`src/rtl/mdio_mgmt_pkg.sv`:
```
package mdio_mgmt_pkg;

    localparam int FRAME_LEN = 64;
    localparam int TURN_BIT  = 46;
    localparam int DATA_BIT  = 48;

    localparam logic [2:0] RA_CFG  = 3'd0;
    localparam logic [2:0] RA_CMD  = 3'd1;
    localparam logic [2:0] RA_ADDR = 3'd2;
    localparam logic [2:0] RA_WDAT = 3'd3;
    localparam logic [2:0] RA_RDAT = 3'd4;
    localparam logic [2:0] RA_FLAG = 3'd5;

    typedef struct packed {
        logic        rd;
        logic [4:0]  phy;
        logic [4:0]  regn;
        logic [15:0] data;
    } mgmt_req_t;

    typedef enum logic [1:0] {
        PH_IDLE,
        PH_DRIVE,
        PH_RELEASE
    } bus_phase_e;

    function automatic logic [FRAME_LEN-1:0] frame_bits(input mgmt_req_t r);
        return {32'hFFFF_FFFF, 2'b01, (r.rd ? 2'b10 : 2'b01), r.phy, r.regn,
                2'b10, (r.rd ? 16'hFFFF : r.data)};
    endfunction

endpackage

```
`src/rtl/mdio_mgmt_clkgen.sv`:
```
module mdio_mgmt_clkgen #(
    parameter int DIV_W = 3,
    parameter int BASE  = 8
) (
    input  logic             clk,
    input  logic             rst,
    input  logic             run,
    input  logic [DIV_W-1:0] div,
    output logic             mdc,
    output logic             rise_tk,
    output logic             fall_tk
);
    localparam int CNT_W = $clog2((2 ** DIV_W) * BASE + 1);

    logic [CNT_W-1:0] cnt_q;
    logic [CNT_W-1:0] half_m1;
    logic             wrap;

    assign half_m1 = CNT_W'((32'(div) + 32'd1) * 32'(BASE) - 32'd1);
    assign wrap    = run && (cnt_q == half_m1);
    assign rise_tk = wrap && !mdc;
    assign fall_tk = wrap && mdc;

    always_ff @(posedge clk) begin
        if (rst || !run) begin
            cnt_q <= '0;
            mdc   <= 1'b0;
        end else if (wrap) begin
            cnt_q <= '0;
            mdc   <= !mdc;
        end else begin
            cnt_q <= cnt_q + 1'b1;
        end
    end

endmodule

```
`src/rtl/mdio_mgmt_seq.sv`:
```
module mdio_mgmt_seq
    import mdio_mgmt_pkg::*;
(
    input  logic        clk,
    input  logic        rst,
    input  logic        start,
    input  mgmt_req_t   req,
    input  logic        rise_tk,
    input  logic        fall_tk,
    input  logic        mdio_i,
    output logic        busy,
    output logic        done,
    output logic        mdio_o,
    output logic        mdio_oe,
    output logic [15:0] rd_val
);
    localparam int BIT_W = $clog2(FRAME_LEN);

    logic                 busy_q;
    logic                 rd_q;
    logic [FRAME_LEN-1:0] sh_q;
    logic [BIT_W-1:0]     bit_q;
    logic [15:0]          cap_q;
    bus_phase_e           phase;

    always_comb begin
        if (!busy_q)
            phase = PH_IDLE;
        else if (rd_q && (bit_q >= BIT_W'(TURN_BIT)))
            phase = PH_RELEASE;
        else
            phase = PH_DRIVE;
    end

    assign busy    = busy_q;
    assign done    = busy_q && fall_tk && (bit_q == BIT_W'(FRAME_LEN - 1));
    assign mdio_oe = (phase == PH_DRIVE);
    assign mdio_o  = (phase == PH_DRIVE) ? sh_q[FRAME_LEN-1] : 1'b1;
    assign rd_val  = cap_q;

    always_ff @(posedge clk) begin
        if (rst) begin
            busy_q <= 1'b0;
            rd_q   <= 1'b0;
            sh_q   <= '1;
            bit_q  <= '0;
            cap_q  <= '0;
        end else if (start && !busy_q) begin
            busy_q <= 1'b1;
            rd_q   <= req.rd;
            sh_q   <= frame_bits(req);
            bit_q  <= '0;
        end else if (busy_q) begin
            if (rise_tk && rd_q && (bit_q >= BIT_W'(DATA_BIT)))
                cap_q <= {cap_q[14:0], mdio_i};
            if (fall_tk) begin
                if (bit_q == BIT_W'(FRAME_LEN - 1)) begin
                    busy_q <= 1'b0;
                end else begin
                    sh_q  <= {sh_q[FRAME_LEN-2:0], 1'b1};
                    bit_q <= bit_q + 1'b1;
                end
            end
        end
    end

endmodule

```
`src/rtl/mdio_mgmt_regs.sv`:
```
module mdio_mgmt_regs
    import mdio_mgmt_pkg::*;
#(
    parameter int DIV_W   = 3,
    parameter int DIV_RST = 7
) (
    input  logic             clk,
    input  logic             rst,
    input  logic             reg_we,
    input  logic [2:0]       reg_addr,
    input  logic [31:0]      reg_wdata,
    output logic [31:0]      reg_rdata,
    input  logic             busy,
    input  logic             done,
    input  logic [15:0]      rd_val,
    output logic             start,
    output mgmt_req_t        req,
    output logic             sreset,
    output logic             pending,
    output logic [DIV_W-1:0] div
);
    logic [DIV_W-1:0] div_q;
    logic             cmd_q;
    logic [4:0]       phy_q;
    logic [4:0]       regn_q;
    logic [15:0]      wdat_q;
    logic [15:0]      rdat_q;
    logic             pend_q;
    logic             start_wr;
    logic             start_rd;

    assign sreset   = reg_we && (reg_addr == RA_CFG) && reg_wdata[31];
    assign start_wr = reg_we && (reg_addr == RA_WDAT) && !busy;
    assign start_rd = reg_we && (reg_addr == RA_CMD) && reg_wdata[0] && !cmd_q && !busy;
    assign start    = start_wr || start_rd;
    assign pending  = pend_q;
    assign div      = div_q;

    always_comb begin
        req.rd   = start_rd;
        req.phy  = phy_q;
        req.regn = regn_q;
        req.data = reg_wdata[15:0];
    end

    always_ff @(posedge clk) begin
        if (rst) begin
            div_q  <= DIV_W'(DIV_RST);
            cmd_q  <= 1'b0;
            phy_q  <= '0;
            regn_q <= '0;
            wdat_q <= '0;
            rdat_q <= '0;
            pend_q <= 1'b0;
        end else begin
            if (reg_we) begin
                case (reg_addr)
                    RA_CFG:  div_q <= reg_wdata[DIV_W-1:0];
                    RA_CMD:  cmd_q <= reg_wdata[0];
                    RA_ADDR: begin
                        phy_q  <= reg_wdata[12:8];
                        regn_q <= reg_wdata[4:0];
                    end
                    RA_WDAT: if (!busy) wdat_q <= reg_wdata[15:0];
                    default: ;
                endcase
            end
            if (sreset) begin
                pend_q <= 1'b0;
                cmd_q  <= 1'b0;
            end else if (start_rd) begin
                pend_q <= 1'b1;
            end else if (done && pend_q) begin
                pend_q <= 1'b0;
                rdat_q <= rd_val;
            end
        end
    end

    always_comb begin
        case (reg_addr)
            RA_CFG:  reg_rdata = 32'(div_q);
            RA_CMD:  reg_rdata = {31'd0, cmd_q};
            RA_ADDR: reg_rdata = {19'd0, phy_q, 3'd0, regn_q};
            RA_WDAT: reg_rdata = {16'd0, wdat_q};
            RA_RDAT: reg_rdata = {16'd0, rdat_q};
            RA_FLAG: reg_rdata = {29'd0, pend_q, 1'b0, busy};
            default: reg_rdata = 32'd0;
        endcase
    end

endmodule

```
`src/rtl/mdio_mgmt_master.sv`:
```
module mdio_mgmt_master
    import mdio_mgmt_pkg::*;
#(
    parameter int DIV_W   = 3,
    parameter int DIV_RST = 7,
    parameter int BASE    = 8
) (
    input  logic        clk,
    input  logic        rst,
    input  logic        reg_we,
    input  logic [2:0]  reg_addr,
    input  logic [31:0] reg_wdata,
    output logic [31:0] reg_rdata,
    output logic        mdc,
    input  logic        mdio_i,
    output logic        mdio_o,
    output logic        mdio_oe
);
    logic             seq_busy;
    logic             seq_done;
    logic             rd_pending;
    logic             sreset;
    logic             core_rst;
    logic             start;
    logic             rise_tk;
    logic             fall_tk;
    logic [15:0]      rd_val;
    logic [DIV_W-1:0] div;
    mgmt_req_t        req;

    assign core_rst = rst || sreset;

    mdio_mgmt_regs #(.DIV_W(DIV_W), .DIV_RST(DIV_RST)) u_regs (
        .clk(clk), .rst(rst), .reg_we(reg_we), .reg_addr(reg_addr),
        .reg_wdata(reg_wdata), .reg_rdata(reg_rdata), .busy(seq_busy),
        .done(seq_done), .rd_val(rd_val), .start(start), .req(req),
        .sreset(sreset), .pending(rd_pending), .div(div)
    );

    mdio_mgmt_clkgen #(.DIV_W(DIV_W), .BASE(BASE)) u_clk (
        .clk(clk), .rst(core_rst), .run(seq_busy), .div(div),
        .mdc(mdc), .rise_tk(rise_tk), .fall_tk(fall_tk)
    );

    mdio_mgmt_seq u_seq (
        .clk(clk), .rst(core_rst), .start(start), .req(req),
        .rise_tk(rise_tk), .fall_tk(fall_tk), .mdio_i(mdio_i),
        .busy(seq_busy), .done(seq_done), .mdio_o(mdio_o),
        .mdio_oe(mdio_oe), .rd_val(rd_val)
    );

endmodule

```
`config.mk`:
```
export PLATFORM = sky130hd
export DESIGN_NAME = mdio_mgmt_master
export DESIGN_NICKNAME = d
export VERILOG_FILES = /design/src/rtl/mdio_mgmt_pkg.sv /design/src/rtl/mdio_mgmt_clkgen.sv /design/src/rtl/mdio_mgmt_seq.sv /design/src/rtl/mdio_mgmt_regs.sv /design/src/rtl/mdio_mgmt_master.sv
export SDC_FILE = /design/constraint.sdc
export NUM_CORES = 1
export LEC_CHECK = 0
export BUFFER_PORTS_ARGS = -buffer_cell sky130_fd_sc_hd__buf_2
export CAP_MARGIN = 20
export CELL_PAD_IN_SITES_DETAIL_PLACEMENT = 2
export CELL_PAD_IN_SITES_GLOBAL_PLACEMENT = 2
export CORE_MARGIN = 5
export CORE_UTILIZATION = 38
export DETAILED_ROUTE_END_ITERATION = 10
export PLACE_DENSITY_LB_ADDON = 0.08
export SLEW_MARGIN = 20
export SYNTH_ARGS = -nofsm -noshare
export SYNTH_HDL_FRONTEND = slang
export SYNTH_SLANG_ARGS = --single-unit
```
`constraint.sdc`:
```
create_clock -name clk -period 4.8 [get_ports clk]
set_clock_uncertainty 0.1 [all_clocks]
set_input_delay 0.48 -clock clk [delete_from_list [all_inputs] [get_ports clk]]
set_output_delay 0.48 -clock clk [all_outputs]
set_load 0.01 [all_outputs]
```
# Yosys cells after proc, flatten, opt, wreduce, memory -nomap -nowiden
# Cells that the tools add are included.
# op_classes
eq_ne,9
mux,16
addsub,4
reduce_logical,39
shifts,0
multipliers,0
magnitude_cmp,2
div,0
bitwise,5
# ops
op,count
2-to-1 mux 32 bit,4
case mux 16 bit (6 select lines),1
logical AND 1 bit,18
2-to-1 mux 16 bit,1
AND reduction 3 bit,5
greater-or-equal comparator 6 bit (second input constant),2
adder 7 x 1 -> 7 bit (second input constant),1
== test 7 bit,1
2-to-1 mux 1 bit,7
subtractor 7 x 1 -> 7 bit (second input constant),1
adder 6 x 1 -> 6 bit (second input constant),1
== test 3 x 2 -> 1 bit (second input constant),2
== test 3 bit (second input constant),2
== test 6 bit (second input constant),1
2-to-1 mux 2 bit,3
AND reduction 2 bit,3
nonzero test 2 bit,3
OR reduction 2 bit,3
NOT 1 bit,5
adder 3 x 1 -> 4 bit (second input constant),1
== test 3 x 1 -> 1 bit (second input constant),1
zero test 1 bit,3
zero test 3 bit,1
logical OR 1 bit,3
other kinds (2),2
# totals
regBits,143
mem_bits_ro,0
n_memories,0
output_inout_bits,35
mem_bits_rw,0
latch_bits,0

# Logic depth before layout (Yosys ltp)
# depth
word_depth,10
ltp_mapped,10
mapped_depth_nobuf,7

# By module
# From an unflattened synthesis, not the netlist that was laid out.
# hier_totals
hier_cells,818
area_unflattened_um2,6413.7
# modules_own_cells
mod,area_per_inst_um2,seq_area_each_um2,n_inst,cells_per_inst
mdio_mgmt_seq,3462.1,1761.7,1,464
mdio_mgmt_regs,2488.6,940.9,1,303
mdio_mgmt_clkgen,456.7,160.2,1,50
mdio_mgmt_master,6.3,0.0,1,1

# Least setup slack after synthesis
# Ideal clock, no wire load.
# synth_timing
kind,flip-flop to flip-flop
start,register u_regs.div_q[0] (netlist: u_regs.div[0])
end,register u_regs.rdat_q[10]
stages_incl_launch_ff,10
arrival_ns,2.414
setup_time_ns,0.128
path_buffers,2
slack_ns,2.158
path_cell_list,dfxtp_1 ha_1 xnor3_2 nand4_4 a2111oi_2 or4b_1 buf_6 buf_12 mux2i_1 nor2_1
# synth_via
elab_chain_len,9
# synth_lines
element,line,text
"start, declared",mdio_mgmt_regs.sv:22,logic [DIV_W-1:0] div_q;
"start signal, assigned",mdio_mgmt_regs.sv:48,div_q <= DIV_W'(DIV_RST);
"start signal, assigned",mdio_mgmt_regs.sv:58,RA_CFG: div_q <= reg_wdata[DIV_W-1:0];
adder 3 x 1 -> 4 bit,mdio_mgmt_clkgen.sv:19,assign half_m1 = CNT_W'((32'(div) + 32'd1) * 32'(BASE) - 32'd1);
subtractor 7 x 1 -> 7 bit,mdio_mgmt_clkgen.sv:19,
== test 7 bit,mdio_mgmt_clkgen.sv:20,assign wrap = run && (cnt_q == half_m1);
logical AND 1 bit,mdio_mgmt_clkgen.sv:20,
logical AND 1 bit,mdio_mgmt_clkgen.sv:22,assign fall_tk = wrap && mdc;
logical AND 1 bit (2 in series),mdio_mgmt_seq.sv:36,assign done = busy_q && fall_tk && (bit_q == BIT_W'(FRAME_LEN - 1));
logical AND 1 bit,mdio_mgmt_regs.sv:73,end else if (done && pend_q) begin
AND reduction 3 bit (no line),-,
"end signal, assigned",mdio_mgmt_regs.sv:75,rdat_q <= rd_val;
"end, declared",mdio_mgmt_regs.sv:27,logic [15:0] rdat_q;
# No other way between the ends.
# A chain may end at the register's enable or synchronous reset.

# Worst setup path in the final report
# layout_timing
start,register u_regs.div_q[0] (netlist: u_regs.div[0])
end,register u_regs.rdat_q[7]
# The elaborated chain is that of the path after synthesis.

==> impl_metrics.tcl <==
set metrics [dict create \
    status "complete, no violations" \
    fillers 1767 \
    synth-seq-cells 143 \
    synth_cells 670 \
    drt_wl_total_mm 17.0 \
    die_h_um 136 \
    dp_slack_ps 1490 \
    cts.path.max_buffers 2 \
    h-tree-depth 4 \
    ant_nets 0 \
    worst_pin_slew_ps 1070 \
    cts.sinks 143 \
    critPathMaxFanout 16 \
    rows 46 \
    top_usage_layer "met2" \
    cap_violations 0 \
    initial_core_util_pct 38.5 \
    hp-class "primary input to register" \
    setup_ws_ps 1500 \
    coreArea_um2 15800 \
    postSynthAreaPerCell_um2 9.06 \
    cp-startpoint "u_regs.div[0]" \
    cp-start-kind "register" \
    synth_area_leaders "dfxtp_1, mux2i_1, nand2_1" \
    p_leak_nw 2.71 \
    max_freq_mhz 303 \
    pwr-share-clk_pct 48.7 \
    crit_arrival_ps 3470 \
    path_clk_slew_ps 60 \
    required_ps 4970 \
    first_global_vias 5521 \
    first_pass_iters 5 \
    synth_common_cells "dfxtp_1, nand2_1, nor2_1, mux2i_1, a21oi_1" \
    powerDensity_nw_per_um2 377 \
    vias_per_cell 5.31 \
    yosys_warnings 0 \
    dp_hpwl_mm 11.7 \
    ys_types 59 \
    grt_use_total_pct 19.5 \
    use_met2_pct 35.6 \
    holdBufCountCts 0 \
    drc 0 \
    cts-resized-gates 0 \
    antenna_found_initial 0 \
    synth_area_um2 6070 \
    hp-start "mdio_i" \
    synth_top_area_share_pct 47.1 \
    r2r_start "u_regs.div[0]" \
    design.die.area_um2 18600 \
    antenna_cells 0 \
    clkLatencyLatePin_ps 430 \
    wl_per_cell_um 18.4 \
    worstSetupEndpointType "register" \
    tritoncts "built" \
    synth-edff-count 0 \
    cts_setup_buffers 0 \
    power.net_switching_mw 0.603 \
    portBuffers 42 \
    gp_congestion 0.745 \
    grt_pass1_wl_mm 28.5 \
    drt_iter0_drc 195 \
    fin_setup_tns_ps 0 \
    yosysMostFrequentCell "dfxtp_1" \
    numCtsBuffers 17 \
    yosysSeqAreaShare_pct 47.1 \
    power_frac_seq_pct 46.4 \
    combinationalPowerShare_pct 4.9 \
    p_int_mw 2.03 \
    p_sw_share_pct 22.9 \
    hold_viol_final 0 \
    grt_util_met3_pct 3.26 \
    met1_usage_pct 23.4 \
    yosysTopAreaCell "dfxtp_1" \
    rsz0062_at_grt "false" \
    vias 4921 \
    numPlacedInstances 896 \
    io_pins 74 \
    period_share_pct 68.7 \
    slew_viol_final 0 \
    synth_ff_type "dfxtp_1" \
    relSlewSlack_pct 28.9 \
    drive_above_1_share_pct 14.2 \
    setup_violations 0 \
    vdd_drop_max_mv 0.217 \
    crit_type "register to register" \
    cts_root_buffer "clkbuf_16" \
    die_w_um 136 \
    grt_overflow 0 \
    synth-async-reset-ratio_pct 0 \
    period_minus_slack_ps 3300 \
    area_delta_synth_final_pct 14.8 \
    grt_max_degree 48 \
    fin_cells 927 \
    final_nets 741 \
]
## final timing paths
| check | end | slack [ps] | depth (start not counted) |
|---|---|---|---|
| worst max-delay path | u_regs.rdat_q[7] | 1500 | 7 |
| worst min-delay path | u_seq.rd_val[0] | 220 | 3 |
| worst max register to register | u_regs.rdat_q[7] | 1500 | 7 |
| worst min register to register | u_clk.cnt_q[0] | 350 | 1 |
## final cells by class
| cell class | count | area (µm²) | area share (%) |
|---|---|---|---|
| Clock buffer | 22 | 494 | 7.09 |
| Clock inverter | 9 | 83.8 | 1.20 |
| Inverter | 6 | 22.5 | 0.323 |
| Multi-Input combinational cell | 475 | 2920 | 41.9 |
| Sequential cell | 143 | 2860 | 41.1 |
| Tap cell | 216 | 270 | 3.88 |
| Timing Repair Buffer | 56 | 315 | 4.52 |
## worst max-delay path, cell delays in order (launching register included)
cell       delay, ps
dfxtp_1          470
ha_1             340
xnor3_2          350
nand4_4          150
a2111oi_2        360
or4b_1           960
mux2i_1          340
nor2_1            60
## cells by family (layout without fill, tap and decap cells)
group | after synthesis | after routing | synth area share, %
and+or+nand+nor | 262 | 262 | 20.1
DFF | 143 | 143 | 47.1
AOI/OAI and AO/OA | 117 | 117 | 13.6
muxes | 68 | 68 | 11.3
buffers and inverters | 67 | 93 | 5.69
xor gates and xnor gates | 9 | 9 | 1.55
adders and majority gates | 3 | 3 | 0.618
other | 1 | 16 | 0.0618
## state kept, by name, indices dropped and copies added (netlist names)
name / count
u_clk.cnt_q: 7
u_clk.mdc: 1
u_regs.cmd_q: 1
u_regs.div: 3
u_regs.pending: 1
u_regs.phy_q: 5
u_regs.rdat_q: 16
u_regs.regn_q: 5
u_regs.wdat_q: 16
u_seq.bit_q: 6
u_seq.busy: 1
u_seq.rd_q: 1
u_seq.rd_val: 16
u_seq.sh_q: 64
## per-stage QoR
step	power (mW)	hold slack [ps]	util, %	instance area [µm²]
floorplan	1.33	318	-	6130
global placement	1.37	329	40.5	6390
detailed placement	1.37	346	40.5	6390
CTS	2.66	204	44.2	6970
global route	2.72	223	44.2	6970
finish	2.63	216	44.2	6970
## power groups by stage
stage	combinational, mW	sequential [mW]	clock, mW
finish	0.128	1.22	1.28
global route	0.144	1.22	1.36
CTS	0.131	1.22	1.31
detailed placement	0.128	1.25	0
global placement	0.123	1.24	0
floorplan	0.0943	1.24	0
## placed cells by master, fill, tap and decap left out, types with 6 or more instances in the layout
master,synthesis,final
a311o_1,15,15
conb_1,1,16
buf_2,8,42
nor2_1,82,81
dfxtp_1,143,143
a21oi_1,39,39
and3_1,19,19
o21ai_0,15,15
a22oi_1,9,9
buf_4,16,14
mux2i_1,66,66
a22o_1,6,6
clkbuf_16,0,17
nand3_1,17,17
a221o_1,10,10
nand2_1,106,106
inv_1,6,6
nor2b_1,6,6
## per-layer routing
layer,wire length (µm),vias to the layer above
met5,0,-
met4,192,0
met3,393,11
met2,8920,55
met1,7530,2482
li1,-,2373
No activity file was read; power rests on OpenSTA's default activity.
